### src/rtl/irq_prio_pkg.sv
// Package: shared constants and per-source decode helpers for the interrupt
// controller. Assumes a fixed twelve-entry map where index = priority.
package irq_prio_pkg;
    localparam int NSRC   = 12;
    localparam int VEC_W  = 16;
    localparam int IDX_W  = $clog2(NSRC);
    localparam int CTRL_W = 4;
    localparam int NPROG  = 3;
    localparam int CTRL_NEST = 0;
    localparam logic [NSRC-1:0] NONMASK = NSRC'(3);

    typedef enum logic [1:0] {SENSE_NONE, SENSE_LEVEL, SENSE_EDGE, SENSE_PROG} sense_e;

    // Sensing kind of each priority slot.
    function automatic sense_e sense_of(int i);
        case (i)
            0:        return SENSE_NONE;
            3, 4:     return SENSE_LEVEL;
            2, 9, 10: return SENSE_PROG;
            default:  return SENSE_EDGE;
        endcase
    endfunction

    // Which programmable-sense control bit (0..NPROG-1) a slot uses.
    function automatic int prog_sel_of(int i);
        case (i)
            9:       return 1;
            10:      return 2;
            default: return 0;
        endcase
    endfunction

    // Vector address of a slot; slot 1 sits past all the others.
    function automatic logic [VEC_W-1:0] vector_of(int i);
        if (i == 0)      return '0;
        else if (i == 1) return VEC_W'((NSRC - 1) * 4);
        else             return VEC_W'((i - 1) * 4);
    endfunction
endpackage

### src/rtl/irq_sense.sv
// Module: request sensing. Captures rising edges into pending latches for
// edge-mode slots and passes level-mode slots straight through.
// Assumes inputs are synchronous to clk; slot 0 is never a request.
module irq_sense
    import irq_prio_pkg::*;
(
    input  logic             clk,
    input  logic             rst_n,
    input  logic [NSRC-1:0]  req,
    input  logic [NPROG-1:0] prog_edge,
    input  logic [NSRC-1:0]  force_set,
    input  logic [NSRC-1:0]  force_clr,
    input  logic [NSRC-1:0]  ack_hit,
    output logic [NSRC-1:0]  pend_eff
);
    logic [NSRC-1:0] prev_q;
    logic [NSRC-1:0] pend_q;
    logic [NSRC-1:0] edge_mode;
    logic [NSRC-1:0] level_mode;
    logic [NSRC-1:0] rise;

    // Per-slot sensing mode chosen by the slot's fixed kind.
    for (genvar i = 0; i < NSRC; i++) begin : g_mode
        localparam sense_e KIND = sense_of(i);
        if (KIND == SENSE_LEVEL) begin : g_lvl
            assign edge_mode[i]  = 1'b0;
            assign level_mode[i] = 1'b1;
        end else if (KIND == SENSE_EDGE) begin : g_edg
            assign edge_mode[i]  = 1'b1;
            assign level_mode[i] = 1'b0;
        end else if (KIND == SENSE_PROG) begin : g_prg
            assign edge_mode[i]  = prog_edge[prog_sel_of(i)];
            assign level_mode[i] = ~prog_edge[prog_sel_of(i)];
        end else begin : g_none
            assign edge_mode[i]  = 1'b0;
            assign level_mode[i] = 1'b0;
        end
    end

    assign rise = req & ~prev_q;

    // Edge history and pending latches; clear beats force, ack, and edge.
    always_ff @(posedge clk) begin
        if (!rst_n) begin
            prev_q <= '1;
            pend_q <= '0;
        end else begin
            prev_q <= req;
            pend_q <= ((pend_q & ~ack_hit) | rise | force_set) & ~force_clr & edge_mode;
        end
    end

    // Effective request per slot as seen by the selector.
    always_comb begin
        pend_eff = (pend_q & edge_mode) | (req & level_mode);
    end
endmodule

### src/rtl/irq_service.sv
// Module: in-service tracking. Sets the acknowledged slot, retires the
// highest-priority entry on return, and derives which slots may preempt.
// Assumes ack_hit is one-hot or zero.
module irq_service
    import irq_prio_pkg::*;
(
    input  logic            clk,
    input  logic            rst_n,
    input  logic            nest_en,
    input  logic [NSRC-1:0] ack_hit,
    input  logic            rti,
    output logic [NSRC-1:0] isr_q,
    output logic [NSRC-1:0] allow
);
    logic [NSRC-1:0] top;

    // Lowest set index = highest-priority handler in progress.
    always_comb begin
        top = isr_q & (~isr_q + NSRC'(1));
    end

    // In-service register update on return and acknowledge.
    always_ff @(posedge clk) begin
        if (!rst_n) begin
            isr_q <= '0;
        end else begin
            isr_q <= (rti ? (isr_q & ~top) : isr_q) | ack_hit;
        end
    end

    // Slots allowed to be presented given nesting mode.
    always_comb begin
        if (nest_en) allow = top - NSRC'(1);
        else         allow = {NSRC{isr_q == '0}};
    end
endmodule

### src/rtl/irq_select.sv
// Module: priority selection. Picks the lowest-index candidate and its
// vector. Purely combinational; assumes slot 0 is never a candidate.
module irq_select
    import irq_prio_pkg::*;
(
    input  logic [NSRC-1:0]  cand,
    output logic             any,
    output logic [NSRC-1:0]  win_oh,
    output logic [VEC_W-1:0] vec
);
    logic [IDX_W-1:0] idx;

    // Priority encoder, lowest index wins.
    always_comb begin
        any = 1'b0;
        idx = '0;
        for (int k = NSRC - 1; k >= 0; k--) begin
            if (cand[k]) begin
                any = 1'b1;
                idx = IDX_W'(k);
            end
        end
    end

    // One-hot winner and vector lookup.
    always_comb begin
        win_oh = any ? (NSRC'(1) << idx) : '0;
        vec    = vector_of(int'(idx));
    end
endmodule

### src/rtl/irq_prio_ctrl.sv
// Module: top of the prioritized vectored interrupt controller. Holds the
// mask, control and global-enable registers and the post-mask-write
// blackout, and joins sensing, service tracking and selection.
// Assumes all strobes are single-cycle and synchronous to clk.
module irq_prio_ctrl
    import irq_prio_pkg::*;
(
    input  logic                clk,
    input  logic                rst_n,
    input  logic [NSRC-1:1]     req_in,
    input  logic                mask_we,
    input  logic [NSRC-1:0]     mask_wdata,
    input  logic                ctrl_we,
    input  logic [CTRL_W-1:0]   ctrl_wdata,
    input  logic                fc_we,
    input  logic [2*NSRC-1:0]   fc_wdata,
    input  logic                gie_set,
    input  logic                gie_clr,
    input  logic                ack,
    input  logic                rti,
    output logic                irq,
    output logic [VEC_W-1:0]    irq_vec
);
    logic [NSRC-1:0]   mask_q;
    logic [CTRL_W-1:0] ctrl_q;
    logic              gie_q;
    logic              blk_q;
    logic              nest_en;
    logic [NSRC-1:0]   force_set;
    logic [NSRC-1:0]   force_clr;
    logic [NSRC-1:0]   pend_eff;
    logic [NSRC-1:0]   ack_hit;
    logic [NSRC-1:0]   isr_q;
    logic [NSRC-1:0]   allow;
    logic [NSRC-1:0]   cand;
    logic              any;
    logic [NSRC-1:0]   win_oh;
    logic [VEC_W-1:0]  sel_vec;

    // Software-visible registers and the one-cycle blackout flag.
    always_ff @(posedge clk) begin
        if (!rst_n) begin
            mask_q <= '0;
            ctrl_q <= '0;
            gie_q  <= 1'b1;
            blk_q  <= 1'b0;
        end else begin
            if (mask_we) mask_q <= mask_wdata;
            if (ctrl_we) ctrl_q <= ctrl_wdata;
            if (gie_clr)      gie_q <= 1'b0;
            else if (gie_set) gie_q <= 1'b1;
            blk_q <= mask_we;
        end
    end

    // Split the force/clear word into its halves, gated by the strobe.
    always_comb begin
        force_set = fc_we ? fc_wdata[NSRC-1:0]      : '0;
        force_clr = fc_we ? fc_wdata[2*NSRC-1:NSRC] : '0;
        nest_en   = ctrl_q[CTRL_NEST];
    end

    irq_sense u_sense (
        .clk       (clk),
        .rst_n     (rst_n),
        .req       ({req_in, 1'b0}),
        .prog_edge (ctrl_q[CTRL_W-1:1]),
        .force_set (force_set),
        .force_clr (force_clr),
        .ack_hit   (ack_hit),
        .pend_eff  (pend_eff)
    );

    irq_service u_service (
        .clk     (clk),
        .rst_n   (rst_n),
        .nest_en (nest_en),
        .ack_hit (ack_hit),
        .rti     (rti),
        .isr_q   (isr_q),
        .allow   (allow)
    );

    // Candidate set after mask and nesting filter.
    always_comb begin
        cand = pend_eff & (mask_q | NONMASK) & allow;
    end

    irq_select u_select (
        .cand   (cand),
        .any    (any),
        .win_oh (win_oh),
        .vec    (sel_vec)
    );

    // Request gating by global enable and blackout; ack only when presented.
    always_comb begin
        irq     = gie_q & ~blk_q & any;
        irq_vec = irq ? sel_vec : '0;
        ack_hit = (ack && irq) ? win_oh : '0;
    end
endmodule

### config.mk
export PLATFORM = sky130hd
export DESIGN_NAME = irq_prio_ctrl
export DESIGN_NICKNAME = d
export VERILOG_FILES = /design/src/rtl/irq_prio_pkg.sv /design/src/rtl/irq_sense.sv /design/src/rtl/irq_service.sv /design/src/rtl/irq_select.sv /design/src/rtl/irq_prio_ctrl.sv
export SDC_FILE = /design/constraint.sdc
export NUM_CORES = 1
export LEC_CHECK = 0
export ABC_AREA = 1
export BUFFER_PORTS_ARGS = -buffer_cell sky130_fd_sc_hd__buf_2
export CORE_MARGIN = 2
export CORE_UTILIZATION = 40
export CTS_CLUSTER_SIZE = 25
export DETAILED_ROUTE_END_ITERATION = 10
export PLACE_DENSITY = 0.67
export SYNTH_ARGS = -nofsm -noshare
export SYNTH_HDL_FRONTEND = slang
export SYNTH_SLANG_ARGS = --single-unit
export TNS_END_PERCENT = 5
### constraint.sdc
create_clock -name clk -period 3.1 [get_ports clk]
set_clock_uncertainty 0.15 [all_clocks]
set_input_delay 0.31 -clock clk [delete_from_list [all_inputs] [get_ports clk]]
set_output_delay 0.31 -clock clk [all_outputs]
set_load 0.005 [all_outputs]
# Word-level counts from Yosys, hierarchy flattened
# Cells that the tools add are included.
# totals
reg_bits	54
in_bits	60
out_inout_bits	17
wordCells	78
# op_classes
n_addsub	3
n_eq_ne	1
shift	1
muxes	36
bitwise	25
n_reduce_logical	4
# op_table
cell	count
$and 12x12->12	9
$mux 12	6
$not 12->12	5
$mux 16	3
$mux 4	12
$or 12x12->12	4
$mux 1	15
$add 12x1->12 const B	1
$and 12x11->12	1
$logic_not 12->1	1
$shl 1x4->12 const A	1
$sub 12x1->12 const B	1
$sub 4x1->5 const B	1
$eq 4x2->1 const B	1
$logic_not 4->1	1
$not 1->1	4
$and 1x1->1	2
$reduce_bool 2->1	1
$logic_and 1x1->1	1

# Longest topological paths before layout
# depth
ltp_word	27
mapped_depth	22
ltp_nobuf	21

# Cells and area by module
# A second synthesis with hierarchy kept.
# unflattened
hier_cells	527
hier_area_um2	3085.5
# modules_own_cells
module	n_inst	cells_per_inst	area_per_inst_um2	seq_area_each_um2
irq_prio_ctrl	1	193	1057.3	320.3
irq_sense	1	135	870.8	360.3
irq_service	1	102	646.9	240.2
irq_select	1	97	510.5	0.0

# Worst setup path before layout
# OpenSTA, ideal clock, no wires.
# synth_path
path_type	flip-flop to output port
from	register u_service.isr_q[1]
to	output irq_vec[10]
arrival_time_ns	2.846
required_ns	2.640
setup_slack_ns	-0.206
stages_incl_launch_ff	21
n_path_buf	2
cell_sequence	dfxtp_1 nor2_2 nand2_2 nor2_4 nand2_4 nand2_4 buf_6 nand3_1 nand2_1 nand2_1 nand2_1 nand2_1 nand2_1 nand2_1 nand2_1 inv_1 ha_1 nand2_1 o21ai_0 nor3_1 buf_4
# synth_via
elab_chain_len	22
elab_cells_between_ends	38
cone_classes	3 x add/sub; 1 x eq/ne; 28 x mux; 4 x bitwise; 2 x reduce/logical
# synth_rtl
item	line	text
from (decl)	irq_service.sv:12	output logic [NSRC-1:0] isr_q,
from (signal assigned)	irq_service.sv:27	isr_q <= (rti ? (isr_q & ~top) : isr_q) | ack_hit;
$not 12->12	irq_service.sv:19	top = isr_q & (~isr_q + NSRC'(1));
$add 12x1->12	irq_service.sv:19	
$and 12x12->12	irq_service.sv:19	
$sub 12x1->12	irq_service.sv:33	if (nest_en) allow = top - NSRC'(1);
$mux 12 *	irq_service.sv:33	
$and 12x12->12 *	irq_prio_ctrl.sv:86	cand = pend_eff & (mask_q | NONMASK) & allow;
$mux 4 (12 in series)	irq_select.sv:18	if (cand[k]) begin
$sub 4x1->5 or $eq 4x2->1 (tied branches)	irq_prio_pkg.sv:37, irq_prio_pkg.sv:36	
$mux 16	irq_prio_pkg.sv:36	else if (i == 1) return VEC_W'((NSRC - 1) * 4);
$mux 16	irq_prio_pkg.sv:35	if (i == 0) return '0;
$mux 16 *	irq_prio_ctrl.sv:99	irq_vec = irq ? sel_vec : '0;
to (decl)	irq_prio_ctrl.sv:22	output logic [VEC_W-1:0] irq_vec
# Every way passes the cells marked *; elsewhere a longest branch is shown, timed or not.

# Worst setup path in the final report
# layout_path
from	register u_service.isr_q[1]
to	output irq_vec[13]
# The elaborated chain is that of the path after synthesis.

==> impl_metrics.csv <==
group,metric,value,unit
place,routabilityCongestion,0.8789,
die,io_pins,77,
cts,cts_tree,"done",
route,firstDrtPassIters,4,
cts,cts_buffer_depth,2,
pwr,total_power,1.598,mW
cts,clk_latency,0.30,ns
sta,layout_setup_ws,-0.1245,ns
pwr,internal_power,1.079,mW
sta,setup_viol,13,
sta,tightestPinTransition,0.6038,ns
die,die_x,84.64,um
run_status,outcome,"finished with violations",
pwr,switching_share,32.49,%
die,fp.dieH,84.64,um
sta,finalHoldViolations,0,
pwr,p_sw,519.1,uW
route,wl_per_cell,12.05,um
synthesis,ys_warn_count,0,
setup_path,critPathMaxFanout,7,
layout,syn_to_final_growth,25.83,%
synthesis,ys_types,29,
synthesis,async_flop_share,0,%
setup_path,cp.required,2.64,ns
run_status,violations,"setup timing",
place,port_buffers,66,
cts,cts.sinks,46,
route,wl,6315,um
synthesis,seq_area_frac_synth,35.40,%
synthesis,syn_avg_cell_area,6.810,um2
synthesis,synth.top_cell.area_share,35.40,%
layout,drive_gt1_share,31.54,%
hold_path,min_from,"req_in[11]",
sta,slew_viol_final,0,
cts,htree_levels,2,
global_routing,grt_max_degree,28,
synthesis,synthCells,382,
setup_path,worstReg2RegStart,"u_service.isr_q[1]",
cts,clockRootBuffer,"clkbuf_8",
die,die_area,0.007164,mm2
route,dr_total_vias,2544,
pwr,power_density,488.2,mW/mm2
place,dpl.hpwl,4750,um
flow_run,drv_cap,0,
pwr,p_leak,1.663,nW
layout,final_nets,511,
setup_path,start_kind,"register",
synthesis,ys_ff_latch,46,
layout,antenna-diode-count,0,
sta,fmax,310.1,MHz
setup_path,critPathKind,"reg2out",
hold_path,hp-class,"in2reg",
die,core.rowCount,29,
place,dp_cells,508,
route,drt_iter0_markers,115,
die,start_util,41.20,%
synthesis,synth_ff_type,"dfxtp_1",
layout,fin_area,0.003273,mm2
setup_path,setup.worst_path.end_class,"primary output",
pwr,pwr-share-clk,28.4,%
setup_path,crit_arrival,2.76,ns
global_routing,overflow,0,
synthesis,synthTopCellsByArea,"dfxtp_1 35%, nand2_1 11%, nor2_1 7.5%",
pwr,pwr-share-seq,40.1,%
sta,period_needed,3.224,ns
sta,relSlewSlack,59.70,%
place,place_ws,0.02985,ns
synthesis,synthesis.area,0.002601,mm2
layout,layoutNonFillerInstCount,524,
cts,holdBufCountCts,0,
place,post_dp_cell_area,0.002932,mm2
global_routing,antenna_found_initial,0,
synthesis,synth_top_area_cell,"dfxtp_1",
setup_path,setup.worst_path.start,"u_service.isr_q[1]",
sta,period_share,104.0,%
global_routing,grt_pass1_vias,2339,
synthesis,synth_edf_count,0,
cts,clk_pin_slew_worst_paths,0.09,ns
pwr,ir_drop,0.0002811,V
sta,rsz0062_at_grt,"yes",
route,ant_nets,0,
die,core,0.006314,mm2
cts,cts_made_buffers,5,
pwr,p_comb_share,31.5,%
route,drc,0,
global_routing,grt_pass1_wl,10540,um
global_routing,grt_usage,18.00,%
route,vias_per_cell,4.855,
[layout make-up]
cell class	instances	area (um2)
Clock buffer	5	68.82
Clock inverter	3	43.79
Fill cell	669	3040
Inverter	47	176.4
Multi-Input combinational cell	269	1503
Sequential cell	46	929.6
Tap cell	77	96.34
Timing Repair Buffer	77	455.4
[synthesized netlist by cell type (2+ instances only)]
cell        n
nand2_1    79
nor2_1     52
dfxtp_1    46
inv_1      43
o21ai_0    29
a21oi_1    27
nand3_1    19
buf_4      12
a22oi_1     9
clkbuf_1    9
or2_2       9
nor2_4      7
nand2_2     6
ha_1        5
inv_2       4
nor3_1      4
nand2_4     3
nand3b_1    3
nand4_1     3
nor2_2      3
o2111ai_1   2
[sequential cells by signal, summed over array words and instances, names as in the netlist]
| register | cells |
|---|---|
| u_sense.pend_q | 9 |
| gie_q | 1 |
| blk_q | 1 |
| u_sense.prev_q | 9 |
| u_service.isr_q | 12 |
| mask_q | 10 |
| ctrl_q | 4 |
[per-layer routing]
layer  track usage (%)  up-vias  wire length [um]
li1                  -     1333                 -
met3             2.753        9               327
met2             29.63       79              2930
met5                 0        -                 0
met1             24.11     1123              2949
met4             6.061        0               108
[stage by stage]
step                      TNS, ns  utilization [%]  hold WS (ns)
final                      -1.291            51.84       0.04063
after global routing       -4.163            51.84       0.04389
after CTS                 -0.8070            50.38       0.03369
after detailed placement        0            46.43        0.3062
after global placement          0            46.43        0.2983
after floorplan                 0                -        0.2564
[worst paths after layout]
kind	to	slack [ns]	depth (start not counted)
setup / recovery	irq_vec[13]	-0.12	23
hold / removal	u_sense.prev_q[11]	0.04	3
hold reg to reg	u_sense.pend_q[9]	0.31	2
setup reg to reg	u_sense.pend_q[11]	0.56	19
[power by group through the flow]
| stage | Combinational, mW | Clock (mW) | Sequential [mW] |
|---|---|---|---|
| finish | 0.503 | 0.454 | 0.641 |
| global route | 0.558 | 0.493 | 0.645 |
| CTS | 0.457 | 0.467 | 0.642 |
| detailed placement | 0.406 | 0 | 0.655 |
| global placement | 0.403 | 0 | 0.655 |
| floorplan | 0.311 | 0 | 0.646 |
[cells in the final DEF, fill, tap and decap left out, drive strengths merged, types with 5 or more instances in the layout]
cell and instances:
or2 9, nand3 19, a22oi 9, buf 77, inv 48, clkbuf 5, dfxtp 46, o21ai 30
nor2 62, nand2 89, ha 5, a21oi 27
[timing repair]
item,4_1_cts,5_1_grt
gates cloned,2,0
endpoints found under the hold margin,0,0
buffers inserted,5,1
pin swaps,9,9
resized for setup,23,20
setup endpoints to repair,14,14
[kinds of logic (layout without fill, tap and decap cells)]
group | Yosys count | after routing | share of synthesized area, %
compound gates | 69 | 69 | 14.53
xor+xnor | 1 | 1 | 0.3368
fa+ha+maj | 5 | 5 | 2.405
buf+inv | 69 | 132 | 11.98
flops | 46 | 46 | 35.40
mux | 1 | 1 | 0.3848
other cells | 1 | 2 | 0.1442
simple gates | 190 | 191 | 34.82
[critical path, stage by stage, from the launching register on]
cell     delay (ns)
dfxtp_4        0.37
nor2_4         0.18
nand2_4        0.08
nor2_4         0.15
nand2_4        0.11
nand2_8        0.10
nand3_2        0.06
nand2_1        0.06
nand2_1        0.05
nand2_1        0.05
nand2_1        0.05
nand2_1        0.06
nand2_1        0.05
nand2_1        0.07
nand2_2        0.08
buf_6          0.13
ha_4           0.16
nand2_4        0.06
nor2_4         0.05
nor2_4         0.12
inv_2          0.07
nor3_4         0.15
buf_6          0.15
buf_6          0.09
Note: power is estimated with default switching activity, not from simulation.
